==> config.mk <==
export PLATFORM = sky130hd
export DESIGN_NAME = irq_status_unit
export DESIGN_NICKNAME = d
export VERILOG_FILES = /design/src/rtl/irq_pkg.sv /design/src/rtl/irq_setclr_reg.sv /design/src/rtl/irq_status_latch.sv /design/src/rtl/irq_status_unit.sv
export SDC_FILE = /design/constraint.sdc
export NUM_CORES = 1
export LEC_CHECK = 0
export BUFFER_PORTS_ARGS = -buffer_cell sky130_fd_sc_hd__buf_4
export CORE_MARGIN = 2
export CORE_UTILIZATION = 30
export CTS_CLUSTER_SIZE = 25
export DETAILED_ROUTE_END_ITERATION = 10
export PLACE_DENSITY = 0.59
export SETUP_SLACK_MARGIN = 0.2
export SLEW_MARGIN = 25
export SYNTH_ARGS = -nofsm -noshare
export SYNTH_HDL_FRONTEND = slang
export SYNTH_HIERARCHICAL = 1
export SYNTH_SLANG_ARGS = --single-unit
==> constraint.sdc <==
create_clock -name clk -period 3.4 [get_ports clk]
set_input_delay 0.51 -clock clk [delete_from_list [all_inputs] [get_ports clk]]
set_output_delay 0.51 -clock clk [all_outputs]
set_load 0.01 [all_outputs]
==> src/rtl/irq_pkg.sv <==
package irq_pkg;
    localparam int REG_W   = 32;
    localparam int ADR_W   = 3;
    localparam int PULSE_N = 5;
    localparam int CNT_W   = 8;

    localparam logic [ADR_W-1:0] ADR_STAT    = 3'd0;
    localparam logic [ADR_W-1:0] ADR_EN_SET  = 3'd1;
    localparam logic [ADR_W-1:0] ADR_EN_CLR  = 3'd2;
    localparam logic [ADR_W-1:0] ADR_MSK_SET = 3'd3;
    localparam logic [ADR_W-1:0] ADR_MSK_CLR = 3'd4;

    localparam int BIT_RX    = 0;
    localparam int BIT_RXFUL = 1;
    localparam int BIT_OVR   = 2;
    localparam int BIT_TXOK  = 3;
    localparam int BIT_TXBCH = 4;
    localparam int BIT_BNE   = 5;
endpackage

==> src/rtl/irq_setclr_reg.sv <==
module irq_setclr_reg #(
    parameter int W = 32
) (
    input  logic         clk,
    input  logic         rst_n,
    input  logic         set_we,
    input  logic         clr_we,
    input  logic [W-1:0] wdata,
    output logic [W-1:0] value
);
    typedef struct packed {
        logic [W-1:0] bits;
    } reg_t;

    reg_t st_d, st_q;

    always_comb begin
        st_d = st_q;
        if (set_we) st_d.bits = st_q.bits | wdata;
        if (clr_we) st_d.bits = st_d.bits & ~wdata;
    end

    always_ff @(posedge clk or negedge rst_n) begin
        if (!rst_n) st_q <= '0;
        else        st_q <= st_d;
    end

    assign value = st_q.bits;
endmodule

==> src/rtl/irq_status_latch.sv <==
module irq_status_latch #(
    parameter int W = 32
) (
    input  logic         clk,
    input  logic         rst_n,
    input  logic         clr_we,
    input  logic [W-1:0] wdata,
    input  logic [W-1:0] src,
    input  logic [W-1:0] mask,
    output logic [W-1:0] status
);
    typedef struct packed {
        logic [W-1:0] bits;
    } stat_t;

    stat_t st_d, st_q;
    logic [W-1:0] clr_bits;
    logic [W-1:0] new_bits;

    always_comb begin
        clr_bits  = clr_we ? wdata : '0;
        new_bits  = src & ~mask;
        st_d.bits = (st_q.bits & ~clr_bits) | new_bits;
    end

    always_ff @(posedge clk or negedge rst_n) begin
        if (!rst_n) st_q <= '0;
        else        st_q <= st_d;
    end

    assign status = st_q.bits;
endmodule

==> src/rtl/irq_status_unit.sv <==
module irq_status_unit
    import irq_pkg::*;
#(
    parameter int W     = REG_W,
    parameter int AW    = ADR_W,
    parameter int NP    = PULSE_N,
    parameter int CW    = CNT_W
) (
    input  logic          clk,
    input  logic          rst_n,
    input  logic          wr_en,
    input  logic [AW-1:0] wr_addr,
    input  logic [W-1:0]  wr_data,
    input  logic [AW-1:0] rd_addr,
    output logic [W-1:0]  rd_data,
    input  logic [NP-1:0] evt_i,
    input  logic [CW-1:0] rx_frame_cnt,
    output logic          irq_o
);
    localparam int NSC = 2;

    logic [W-1:0] src_w;
    logic [W-1:0] status_w;
    logic [W-1:0] enable_w;
    logic [W-1:0] mask_w;
    logic [W-1:0] sc_val [NSC];
    logic [NSC-1:0] sc_set;
    logic [NSC-1:0] sc_clr;
    logic stat_clr;

    for (genvar s = 0; s < W; s++) begin : g_src
        if (s < NP) begin : g_pulse
            assign src_w[s] = evt_i[s];
        end else if (s == BIT_BNE) begin : g_level
            assign src_w[s] = |rx_frame_cnt;
        end else begin : g_none
            assign src_w[s] = 1'b0;
        end
    end

    always_comb begin
        stat_clr  = wr_en && (wr_addr == ADR_STAT);
        sc_set[0] = wr_en && (wr_addr == ADR_EN_SET);
        sc_clr[0] = wr_en && (wr_addr == ADR_EN_CLR);
        sc_set[1] = wr_en && (wr_addr == ADR_MSK_SET);
        sc_clr[1] = wr_en && (wr_addr == ADR_MSK_CLR);
    end

    for (genvar g = 0; g < NSC; g++) begin : g_sc
        irq_setclr_reg #(.W(W)) u_reg (
            .clk    (clk),
            .rst_n  (rst_n),
            .set_we (sc_set[g]),
            .clr_we (sc_clr[g]),
            .wdata  (wr_data),
            .value  (sc_val[g])
        );
    end

    assign enable_w = sc_val[0];
    assign mask_w   = sc_val[1];

    irq_status_latch #(.W(W)) u_stat (
        .clk    (clk),
        .rst_n  (rst_n),
        .clr_we (stat_clr),
        .wdata  (wr_data),
        .src    (src_w),
        .mask   (mask_w),
        .status (status_w)
    );

    always_comb begin
        case (rd_addr)
            ADR_STAT:                 rd_data = status_w;
            ADR_EN_SET, ADR_EN_CLR:   rd_data = enable_w;
            ADR_MSK_SET, ADR_MSK_CLR: rd_data = mask_w;
            default:                  rd_data = '0;
        endcase
    end

    assign irq_o = |(status_w & enable_w);
endmodule

==> flow_summary.yaml <==
setup_path:
  end_kind: "output pin"
  cp_cell_sequence: "buf_4, buf_4, mux2i_1, mux2_2, o21ai_1, buf_4"
  worst_setup_path_start_kind: "input port"
  crit_required_ps: 2890
  cpMostUsedCell: "buf_4"
  slowest_delay_ps: 430
  critPathBufInv: 3
  path_max_fanout: 29
  critical_path_class: "in -> out"
  critPathSlowestCell: "buf_4"
  r2r_setup_slack_ps: 2580
  arrival_ps: 2170
  cpLargestDelayFamily: "buffers and inverters"
clocking:
  clock-sinks: 96
  htree_levels: 3
  numCtsBuffers: 9
  root_buffer: "clkbuf_16"
  ctsResizeCount: 0
  insertion_delay_ps: 340
  cts_tree: "yes"
  cts_setup_buffers: 0
  cts_buffer_depth: 2
  clkTransAtPathRegs_ps: 60
  postCtsHoldBufs: 0
power:
  leakage_nw: 3.06
  worst_ir_drop_vdd_uv: 266
  switchingPower_mw: 1.09
  internal-power_mw: 2.53
  clkPwrFrac_pct: 33.1
  seqPwrFrac_pct: 43.2
  power_density_mw_per_mm2: 548
  swShare_pct: 30.2
  combPwrFrac_pct: 23.7
layout:
  syn_to_final_growth_pct: 23.1
  final_cells: 877
  final_nets: 701
  antennaDiodeCount: 0
  filler_cell_count: 1749
  final_util_pct: 38.0
  drive_gt1_share_pct: 23.5
logic_synthesis:
  syn-mean-instance-area_um2: 9.88
  synthesis.area_mm2: 0.00537
  seq_area_frac_synth_pct: 44.7
  yosysTopAreaCell: "dfrtp_1"
  ys_warn_count: 6
  synthTopCellsByArea: "dfrtp_1 (45%), a21oi_1 (12%), mux2i_1 (12%)"
  ys_types: 23
  netlist_instances: 544
  ys_ff_latch: 96
  synth_top_cell_area_share_pct: 44.7
placement:
  dp.cells: 861
  dpl.hpwl_um: 10700
  post-place-ws_ps: 734
  io_buffers: 86
  gp_congestion: 0.803
routing:
  drt_iter0_drc: 463
  via_per_inst: 5.22
  drt_first_pass_iters: 6
  drt_wl_total_um: 16400
  vias: 4582
  antenna_left: 0
  wire_per_inst_um: 18.7
  drc: 0
timing:
  fmax_mhz: 373
  tns_ps: 0
  finalClockSkew_ps: 1.65
  fin_ws_ps: 719
  post-route-period-util_pct: 78.9
  min_period_ps: 2680
  grt_setup_unrepaired: "false"
  hold_viol: 0
  setup_viol: 0
  slew_headroom_pct: 52.5
  slew_violations: 0
  max_slew.worst_pin.slew_ps: 713
floorplanning:
  start_util_pct: 30.9
  chipWidth_um: 138
  coreArea_mm2: 0.0174
  die-area_mm2: 0.0190
  die_y_um: 138
  num_io_pins: 87
  rows: 48
run_status:
  outcome: "finished, final reports clean"
global_route:
  gr-usage-all-layers_pct: 17.9
  first_global_vias: 4667
  grt_start_max_net_pins: 55
  overflow: 0
  antenna_found_initial: 0
  grt_pass1_wl_um: 25600
flow_run:
  cap_viol_max_count: 0
min_path:
  hold_class: "in -> async"
==> area by class of cell <==
cell class,count,area (um2),area share [%]
multi-input cells,409,2700,40.8
flip-flops and latches,96,2400,36.3
repair buffers,99,756,11.4
well taps,225,282,4.26
clock buffers,11,253,3.82
inverters,32,120,1.82
clock inverters,5,103,1.55
==> layer usage <==
| metal | wire, um | up-vias | GRT usage (%) | part of all wire [%] |
|---|---|---|---|---|
| met3 | 977 | 21 | 2.87 | 6.0 |
| met2 | 7700 | 138 | 28.9 | 47 |
| li1 | - | 2151 | - | - |
| met5 | 0 | - | 0 | 0 |
| met4 | 393 | 0 | 7.31 | 2.4 |
| met1 | 7350 | 2272 | 23.8 | 45 |
==> Yosys cell counts <==
master and number:
nor4_1 2, nor3_1 1, nand4_1 4, nor3b_2 1, buf_2 13, conb_1 1, buf_6 10, nand2_1 66
o21ai_2 1, mux2i_1 64, clkbuf_1 4, nor4b_1 1, inv_1 32, and4b_1 1, buf_12 5, dfrtp_1 96
a22oi_1 16, nor4bb_1 2, mux2_2 32, a22o_1 32, a21oi_1 128, or4_1 1, o21ai_1 31
==> through the flow <==
stage                     cell area (um2)  hold slack [ps]  total power, mW
after floorplan                      5470              214             2.07
after global placement               6260              507             2.39
after detailed placement             6260              513             2.44
after CTS                            6620              221             3.65
after global routing                 6620              266             3.82
final                                6620              200             3.63
==> cells in the final DEF, fill, tap and decap left out, types with 2 or more instances in the layout <==
cell type,Yosys,layout
a21oi_1,128,128
nor4_1,2,2
inv_1,32,32
buf_4,0,98
nor4bb_4,0,2
mux2i_1,64,64
mux2_2,32,32
clkbuf_8,0,2
conb_1,1,26
nand2_1,66,66
dfrtp_1,96,96
clkbuf_16,0,9
o21ai_1,31,31
a22o_1,32,32
nand4_1,4,4
a22oi_1,16,16
bufinv_16,0,3
==> sequential cells by signal, summed over array words and instances (netlist names) <==
| register | flops |
|---|---|
| u_stat/status | 32 |
| g_sc.u_reg/value | 64 |
==> power by group through the flow <==
| stage | sequential, mW | combinational [mW] | clock [mW] |
|---|---|---|---|
| after CTS | 1.56 | 0.865 | 1.23 |
| final | 1.57 | 0.860 | 1.20 |
| after floorplan | 1.51 | 0.561 | 0 |
| after global routing | 1.60 | 0.958 | 1.27 |
| after global placement | 1.57 | 0.829 | 0 |
| after detailed placement | 1.58 | 0.861 | 0 |
==> worst paths after layout <==
check,startpoint,to,cells past startpoint
hold / removal,rst_n,g_sc[1].u_reg/value[17],1
min in group clk,wr_data[26],g_sc[0].u_reg/value[26],2
setup reg to reg,g_sc[1].u_reg/value[3],u_stat/status[3],2
hold reg to reg,u_stat/status[21],u_stat/status[21],1
setup / recovery,rd_addr[0],rd_data[10],6
max in group asynchronous,rst_n,g_sc[0].u_reg/value[11],2
==> cell families after synthesis <==
family,after synthesis,share of synthesized area [%]
other cells,1,0.0698
simple gates,79,6.50
flops,96,44.7
compound gates,208,22.4
buf+inv,64,7.68
mux,96,18.6
Power figures use the tool's default switching activity.
